==> src/rtl/rst_qual_pkg.sv <==
package rst_qual_pkg;

   // Bits needed to hold the values 0..limit
   function automatic int cnt_bits(input int limit);
      return (limit < 2) ? 1 : $clog2(limit + 1);
   endfunction

endpackage

==> src/rtl/rst_qual_sync.sv <==
module rst_qual_sync #(
   parameter int STAGES     = 2,
   parameter bit ACTIVE_LOW = 1'b1
) (
   input  logic clk_osc,
   input  logic arst_n,
   input  logic pin_lvl,
   output logic pin_act
);

   logic              pin_norm;
   logic [STAGES-1:0] chain_q;

   generate
      if (STAGES < 2) begin : g_bad_stages
         $error("rst_qual_sync: STAGES must be at least 2");
      end
      if (ACTIVE_LOW) begin : g_pol_low
         assign pin_norm = ~pin_lvl;
      end else begin : g_pol_high
         assign pin_norm = pin_lvl;
      end
   endgenerate

   always_ff @(posedge clk_osc or negedge arst_n) begin
      if (!arst_n) chain_q <= '0;
      else         chain_q <= {chain_q[STAGES-2:0], pin_norm};
   end

   assign pin_act = chain_q[STAGES-1];

endmodule

==> src/rtl/rst_qual_count.sv <==
module rst_qual_count #(
   parameter int QUAL_CYCLES = 64
) (
   input  logic clk_osc,
   input  logic arst_n,
   input  logic pin_act,
   input  logic blank,
   output logic qual_hit
);

   localparam int CW = rst_qual_pkg::cnt_bits(QUAL_CYCLES);
   localparam logic [CW-1:0] LIMIT = CW'(QUAL_CYCLES);

   logic [CW-1:0] run_q;

   generate
      if (QUAL_CYCLES < 2) begin : g_bad_qual
         $error("rst_qual_count: QUAL_CYCLES must be at least 2");
      end
   endgenerate

   // Saturating run counter, cleared by a release or by own drive
   always_ff @(posedge clk_osc or negedge arst_n) begin
      if (!arst_n)                 run_q <= '0;
      else if (blank || !pin_act)  run_q <= '0;
      else if (run_q != LIMIT)     run_q <= run_q + CW'(1);
   end

   assign qual_hit = (run_q == LIMIT);

endmodule

==> src/rtl/rst_qual_stretch.sv <==
module rst_qual_stretch #(
   parameter int STRETCH_CYCLES = 12,
   parameter int NUM_REQ        = 2
) (
   input  logic               clk_osc,
   input  logic               arst_n,
   input  logic [NUM_REQ-1:0] int_req,
   output logic               drv_nxt,
   output logic               drv_q
);

   localparam int SW = rst_qual_pkg::cnt_bits(STRETCH_CYCLES);
   localparam logic [SW-1:0] LOAD = SW'(STRETCH_CYCLES);

   logic [SW-1:0] left_q;
   logic [SW-1:0] left_nxt;
   logic          req_any;

   generate
      if (STRETCH_CYCLES < 1) begin : g_bad_stretch
         $error("rst_qual_stretch: STRETCH_CYCLES must be at least 1");
      end
      if (NUM_REQ < 1) begin : g_bad_req
         $error("rst_qual_stretch: NUM_REQ must be at least 1");
      end
   endgenerate

   assign req_any = |int_req;

   always_comb begin
      if (req_any)              left_nxt = LOAD;
      else if (left_q != '0)    left_nxt = left_q - SW'(1);
      else                      left_nxt = '0;
   end

   assign drv_nxt = (left_nxt != '0);

   always_ff @(posedge clk_osc or negedge arst_n) begin
      if (!arst_n) begin
         left_q <= '0;
         drv_q  <= 1'b0;
      end else begin
         left_q <= left_nxt;
         drv_q  <= drv_nxt;
      end
   end

endmodule

==> src/rtl/rst_qual_out.sv <==
module rst_qual_out (
   input  logic clk_osc,
   input  logic arst_n,
   input  logic qual_hit,
   input  logic drv_nxt,
   input  logic idle_st,
   input  logic pdown_st,
   output logic core_rst,
   output logic wake_pls
);

   logic rst_d;
   logic rst_q;
   logic wake_q;

   assign rst_d = qual_hit | drv_nxt;

   always_ff @(posedge clk_osc or negedge arst_n) begin
      if (!arst_n) begin
         rst_q  <= 1'b1;
         wake_q <= 1'b0;
      end else begin
         rst_q  <= rst_d;
         wake_q <= rst_d & ~rst_q & (idle_st | pdown_st);
      end
   end

   assign core_rst = rst_q;
   assign wake_pls = wake_q;

endmodule

==> src/rtl/rst_qual_top.sv <==
module rst_qual_top #(
   parameter int QUAL_CYCLES    = 64,
   parameter int STRETCH_CYCLES = 12,
   parameter int SYNC_STAGES    = 2,
   parameter int NUM_REQ        = 2,
   parameter bit PIN_ACTIVE_LOW = 1'b1
) (
   input  logic               clk_osc,
   input  logic               arst_n,
   input  logic               pin_lvl,
   input  logic [NUM_REQ-1:0] int_req,
   input  logic               idle_st,
   input  logic               pdown_st,
   output logic               core_rst,
   output logic               pin_oe,
   output logic               wake_pls
);

   logic pin_act;
   logic qual_hit;
   logic drv_nxt;
   logic drv_q;

   rst_qual_sync #(
      .STAGES     (SYNC_STAGES),
      .ACTIVE_LOW (PIN_ACTIVE_LOW)
   ) sync_i (
      .clk_osc (clk_osc),
      .arst_n  (arst_n),
      .pin_lvl (pin_lvl),
      .pin_act (pin_act)
   );

   rst_qual_count #(
      .QUAL_CYCLES (QUAL_CYCLES)
   ) count_i (
      .clk_osc  (clk_osc),
      .arst_n   (arst_n),
      .pin_act  (pin_act),
      .blank    (drv_q),
      .qual_hit (qual_hit)
   );

   rst_qual_stretch #(
      .STRETCH_CYCLES (STRETCH_CYCLES),
      .NUM_REQ        (NUM_REQ)
   ) stretch_i (
      .clk_osc (clk_osc),
      .arst_n  (arst_n),
      .int_req (int_req),
      .drv_nxt (drv_nxt),
      .drv_q   (drv_q)
   );

   rst_qual_out out_i (
      .clk_osc  (clk_osc),
      .arst_n   (arst_n),
      .qual_hit (qual_hit),
      .drv_nxt  (drv_nxt),
      .idle_st  (idle_st),
      .pdown_st (pdown_st),
      .core_rst (core_rst),
      .wake_pls (wake_pls)
   );

   assign pin_oe = drv_q;

endmodule

==> config.mk <==
export PLATFORM = sky130hd
export DESIGN_NAME = rst_qual_top
export DESIGN_NICKNAME = d
export VERILOG_FILES = /design/src/rtl/rst_qual_pkg.sv /design/src/rtl/rst_qual_sync.sv /design/src/rtl/rst_qual_count.sv /design/src/rtl/rst_qual_stretch.sv /design/src/rtl/rst_qual_out.sv /design/src/rtl/rst_qual_top.sv
export SDC_FILE = /design/constraint.sdc
export NUM_CORES = 1
export LEC_CHECK = 0
export CAP_MARGIN = 20
export CELL_PAD_IN_SITES_DETAIL_PLACEMENT = 1
export CELL_PAD_IN_SITES_GLOBAL_PLACEMENT = 1
export CORE_UTILIZATION = 40
export DETAILED_ROUTE_END_ITERATION = 8
export PLACE_DENSITY = 0.79
export SLEW_MARGIN = 20
export SYNTH_ARGS = -nofsm -noshare
export SYNTH_HDL_FRONTEND = slang
export SYNTH_HIERARCHICAL = 1
export SYNTH_SLANG_ARGS = --single-unit
==> constraint.sdc <==
create_clock -name clk_osc -period 1.76 [get_ports clk_osc]
set_input_delay 0.264 -clock clk_osc [delete_from_list [all_inputs] [get_ports clk_osc]]
set_output_delay 0.264 -clock clk_osc [all_outputs]
set_load 0.05 [all_outputs]
==> results of run 1 <==
-- placed cells by master (no fill, tap or decap) --
cell type and n:
o21ai_0 2, nor3_1 2, inv_1 5, nor3_2 1, clkbuf_1 1, o31ai_1 1, xor2_1 2, ha_1 3
nor4b_1 1, nand3_1 4, o21ai_2 2, or4_4 1, nor2b_1 1, and2_1 1, dfstp_2 1, buf_4 3
clkbuf_4 3, or2b_1 1, or2_1 1, a21bo_2 1, a21oi_1 5, clkdlybuf4s50_1 7, nor3b_1 1, nand2b_1 2
o211ai_1 1, dfrtp_1 15, or3_1 3, nand2_1 3, nand3b_1 1, nor2_1 5, nor4_1 3, o22ai_1 1
or2_2 1, a22oi_1 1, and3b_2 1
-- cells by family after synthesis --
family / count (synthesis) / share of synthesized area
simple gates: 33 / 0.259
flops: 16 / 0.525
compound gates: 14 / 0.119
buf+inv: 5 / 0.0246
fa+ha+maj: 3 / 0.0491
xor+xnor: 2 / 0.0229
-- power breakdown --
part | switching [uW] | total (uW) | internal (uW)
Sequential | 7.94 | 383 | 375
Clock | 115 | 203 | 88.1
Combinational | 22.7 | 50.1 | 27.4
-- worst max-delay path, delay by kind of cell, from the launching register on --
| kind | cells | cell delay, ns |
|---|---|---|
| adders and majority gates | 1 | 0.33 |
| buffers and inverters | 1 | 0.07 |
| AOI/OAI and AO/OA | 2 | 0.44 |
| and+or+nand+nor | 2 | 0.32 |
| DFF | 1 | 0.44 |
-- path summary, 6_finish.rpt --
path	end	depth (start not counted)	start	slack, ns
hold / removal	count_i/run_q[6]	2	arst_n	0.28
max in group asynchronous	out_i/core_rst	2	arst_n	1.22
setup / recovery	out_i/wake_pls	6	stretch_i/left_q[0]	0.09
min in group clk_osc	sync_i/chain_q[1]	0	sync_i/chain_q[0]	0.38
hold reg to reg	sync_i/chain_q[1]	0	sync_i/chain_q[0]	0.38
setup reg to reg	out_i/wake_pls	6	stretch_i/left_q[0]	0.09
-- area by class of cell --
| cell class | instances | area share |
|---|---|---|
| clock buffers | 4 | 0.0287 |
| inverters | 5 | 0.0205 |
| flip-flops and latches | 16 | 0.439 |
| repair buffers | 10 | 0.101 |
| multi-input cells | 52 | 0.376 |
| well taps | 25 | 0.0342 |
-- layer usage --
| layer | vias to the layer above | wire length [um] | track usage |
|---|---|---|---|
| met5 | - | 0 | 0 |
| met4 | 0 | 40 | 0.106 |
| met3 | 4 | 68 | 0.0437 |
| met2 | 13 | 700 | 0.277 |
| met1 | 291 | 727 | 0.269 |
| li1 | 288 | - | - |
-- through the flow --
stage               worst slack [ns]  std cells   util
detailed placement             0.154        108  0.504
CTS                           0.0755        112  0.518
global route                 0.00268        112  0.518
global placement               0.230        108  0.504
finish                        0.0934        112  0.518
floorplan                      0.347         73      -
-- registers in the layout, summed over array words and instances, names as in the netlist --
register,count
sync_i/chain_q,2
stretch_i/drv_q,1
count_i/run_q,7
out_i/core_rst,1
stretch_i/left_q,4
out_i/wake_pls,1
==> results.py, run 1 <==
metrics = {
    "floorplanning": {
        "die_h_um": 45.7,
        "coreArea_sq_um": 1760,
        "die_width_um": 45.7,
        "initial_core_util": 0.433,
        "num_rows": 15,
        "die_area_sq_um": 2090,
        "boundaryPins": 10,
    },
    "global_routing": {
        "grt_pass1_vias": 603,
        "grt_max_degree": 17,
        "globalRouteOverflowTotal": 0,
        "antenna_found_initial": 0,
        "grt_usage": 0.193,
        "grt_first_pass_wirelength_um": 2740,
    },
    "synthesis": {
        "yosysMostFrequentCell": "dfrtp_1",
        "yosysTopAreaCellShare": 0.491,
        "synth_seq_area_share": 0.525,
        "yosys-top-cells-count": "dfrtp_1, a21oi_1, inv_1, nor2_1, nand3_1",
        "async_flop_share": 1.00,
        "syn-cell-area_sq_um": 764,
        "synth_seq_cells": 16,
        "syn_avg_cell_area_sq_um": 10.5,
        "yosysWarnings": 6,
        "synth-edff-count": 0,
        "synthesis.nets": 83,
        "synth_ff_type": "dfrtp_1",
        "synth_area_leader_cell": "dfrtp_1",
        "synth_area_leaders": "dfrtp_1, ha_1, dfstp_2, a21oi_1, nand3_1",
        "synth_cell_types": 31,
        "syn_inst": 73,
    },
    "layout": {
        "nNetsFinal": 98,
        "area_growth_pct": 19.6,
        "layout-drive-gt1-share": 0.161,
        "n_antenna_cell": 0,
        "seqCellArea_sq_um": 402,
        "multi_input_area_sq_um": 344,
        "fillers": 208,
        "final_cell_area_sq_um": 915,
    },
    "clock_tree": {
        "cts_setup_buffers": 0,
        "cts_buffers": 3,
        "h-tree-depth": 1,
        "clkTransAtPathRegs_ns": 0.09,
        "clock_path_buffers": 2,
        "post_cts_resized": 0,
        "cts_tree": "done",
        "clockRootBuffer": "clkbuf_4",
        "clock-sinks": 16,
        "cts_hold_buf": 0,
        "worstSkewPairLatency_ns": 0.29,
    },
    "timing": {
        "tightest_slew_ns": 0.489,
        "hold_ws_ns": 0.285,
        "fin_crit_sh": 0.947,
        "fin_tns_setup_ns": 0,
        "final_hold_viol_count": 0,
        "rsz0062_at_grt": "no",
        "finalSetupViolations": 0,
        "timing.fmax_ghz": 0.600,
        "relSlewSlack": 0.673,
        "period_minus_slack_ns": 1.67,
        "slew_viol_final": 0,
        "skew_ns": 0.00345,
    },
    "worst_setup_path": {
        "cp.arrival_ns": 1.89,
        "crit_path_start_kind": "flip-flop",
        "worstSetupPathType": "reg2reg",
        "crit_required_ns": 1.98,
        "max_stage_delay_ns": 0.44,
        "critPathMaxFanout": 6,
        "end_kind": "flip-flop",
        "crit_chain": "inv_1 > ha_1 > and3b_2 > a22oi_1 > o22ai_1 > nor2_1",
        "slowest_stage": "dfrtp_1",
    },
    "placement": {
        "portBuffers": 9,
        "hpwl_um": 1140,
        "place_congestion": 0.811,
        "post_dp_cell_area_sq_um": 888,
    },
    "run_status": {
        "status": "complete, no violations",
    },
    "drt": {
        "drt-initial-drc-count": 2,
        "first_pass_iters": 4,
        "wl_per_cell_um": 13.7,
        "wl_um": 1540,
        "drc": 0,
        "via_per_inst": 5.32,
        "ant_nets": 0,
        "via_count": 596,
    },
    "power": {
        "powerDensity_nw_per_um2": 696,
        "finalPower_uw": 636,
        "ir_worst_vdd_mv": 0.352,
        "p_leak_uw": 0.000364,
    },
    "hold_path": {
        "hp-class": "in2async",
    },
    "flow_run": {
        "drv_cap": 0,
    },
}
No activity file was read; power rests on OpenSTA's default activity.
==> inputs of run 2 (changes only) <==
CTS_BUF_LIST = sky130_fd_sc_hd__clkbuf_8   (was not set)
==> run 2 against run 1 <==
First-iteration DRC count rose to 3.5 times the previous value. Critical path type unchanged. Worst hold slack better by 0.050 ns. Maximum frequency down 1.2%. Critical path depth unchanged. Die area unchanged.
==> results.py, run 2 (same netlist as run 1, synthesis figures left out) <==
metrics = {
    "run_status": {
        "status": "complete, no violations",
    },
    "worst_setup_path": {
        "reg2reg_from": "stretch_i/left_q[0]",
        "crit_chain": "inv_1 > ha_1 > and3b_2 > a22oi_1 > o22ai_1 > nor2_1",
        "max_stage_delay_ns": 0.43,
        "ff2ff_path_depth": 6,
        "worst-r2r-setup-slack_ns": 0.07,
        "crit_path_start_kind": "flip-flop",
        "worstSetupPathType": "reg2reg",
        "r2r-end": "out_i/wake_pls",
        "crit_required_ns": 1.94,
        "cp.arrival_ns": 1.86,
        "worstSetupStartpoint": "stretch_i/left_q[0]",
        "critPathMaxFanout": 6,
        "slowest_stage": "dfrtp_1",
        "end_kind": "flip-flop",
    },
    "placement": {
        "dp_cells": 108,
        "place_congestion": 0.811,
        "portBuffers": 9,
        "hpwl_um": 1140,
        "post_dp_cell_area_sq_um": 888,
    },
    "timing": {
        "final_hold_viol_count": 0,
        "relSlewSlack": 0.673,
        "hold_ws_ns": 0.335,
        "slew_viol_final": 0,
        "rsz0062_at_grt": "no",
        "tightest_slew_ns": 0.489,
        "finalSetupViolations": 0,
        "fin_crit_sh": 0.958,
        "fin_tns_setup_ns": 0,
        "skew_ns": 0.00330,
        "timing.fmax_ghz": 0.593,
        "period_minus_slack_ns": 1.69,
    },
    "layout": {
        "final_cell_area_sq_um": 933,
        "nNetsFinal": 98,
        "largest_reg_flops": 7,
        "area_growth_pct": 22.1,
        "n_antenna_cell": 0,
        "layout-drive-gt1-share": 0.161,
        "fillers": 208,
        "regMostFlops": "count_i/run_q",
        "layout_commonest_cell": "dfrtp_1",
        "final_cell_mix": "dfrtp_1, clkdlybuf4s50_1, inv_1",
        "finalNonFillerCells": 112,
        "top_regs": "count_i/run_q x7, stretch_i/left_q x4, sync_i/chain_q x2",
    },
    "drt": {
        "via_per_inst": 5.35,
        "wl_um": 1660,
        "via_count": 599,
        "first_pass_iters": 4,
        "wl_per_cell_um": 14.8,
        "ant_nets": 0,
        "drc": 0,
        "drt-initial-drc-count": 7,
    },
    "power": {
        "pwr-share-comb": 0.073,
        "clkPwrFrac": 0.387,
        "p_leak_uw": 0.000376,
        "p_int_uw": 557,
        "switching_power_uw": 153,
        "finalPower_uw": 711,
        "ir_worst_vdd_mv": 0.404,
        "powerDensity_nw_per_um2": 761,
        "power_frac_seq": 0.539,
        "switching_share": 0.216,
    },
    "floorplanning": {
        "boundaryPins": 10,
        "coreArea_sq_um": 1760,
        "initial_core_util": 0.433,
        "die_area_sq_um": 2090,
        "die_h_um": 45.7,
        "num_rows": 15,
        "die_width_um": 45.7,
    },
    "clock_tree": {
        "clock-sinks": 16,
        "worstSkewPairLatency_ns": 0.25,
        "post_cts_resized": 0,
        "cts_hold_buf": 0,
        "cts_buffers": 3,
        "cts_setup_buffers": 0,
        "clock_path_buffers": 2,
        "cts_tree": "done",
        "h-tree-depth": 1,
        "clkTransAtPathRegs_ns": 0.06,
        "clockRootBuffer": "clkbuf_8",
    },
    "global_routing": {
        "grt_max_degree": 17,
        "antenna_found_initial": 0,
        "grt_first_pass_wirelength_um": 2880,
        "grt_usage": 0.207,
        "grt_pass1_vias": 609,
        "globalRouteOverflowTotal": 0,
    },
    "hold_path": {
        "hp-class": "in2async",
    },
    "flow_run": {
        "drv_cap": 0,
    },
}
==> run 2: cell types whose count changed in the layout (fill, tap and decap cells not counted) <==
cell and change:
clkbuf_1 -1, clkbuf_4 -3, clkbuf_8 +3, inv_1 +1
==> run 2: critical path, delay by kind of cell (launching register included) <==
family,cells,cell delay [ns]
flops,1,0.43
buf+inv,1,0.07
fa+ha+maj,1,0.33
compound gates,2,0.47
simple gates,2,0.32
==> run 2: final cells by class <==
type	instances	area, sq um	area share
Multi-Input combinational cell	52	344	0.369
Clock inverter	1	3.75	0.00402
Tap cell	25	31.3	0.0335
Sequential cell	16	402	0.430
Inverter	5	18.8	0.0201
Timing Repair Buffer	10	92.6	0.0992
Clock buffer	3	41.3	0.0442
==> run 2: through the flow <==
step	util	setup slack (ns)
2_1_floorplan	-	0.347
4_1_cts	0.529	0.0694
3_5_place_dp	0.504	0.154
3_3_place_gp	0.504	0.230
5_1_grt	0.529	0.0162
6_report	0.529	0.0733
==> run 2: per-layer routing <==
layer	track usage	wire, um
met5	0	0
met4	0.106	11
met3	0.0437	62
met2	0.283	758
met1	0.305	826
==> run 2: how the worst max path moves through the flow <==
stage	to
3_3_place_gp	out_i/wake_pls
2_1_floorplan	out_i/wake_pls
4_1_cts	out_i/wake_pls
3_5_place_dp	out_i/wake_pls
6_report	out_i/wake_pls
5_1_grt	out_i/wake_pls
==> run 2: power groups by stage <==
stage	Combinational [uW]	Sequential (uW)	Clock, uW
after floorplan	21.1	387	0
after global placement	49.2	389	0
after detailed placement	51.2	389	0
after CTS	52.8	383	290
after global routing	58.0	384	304
final	52.1	383	275
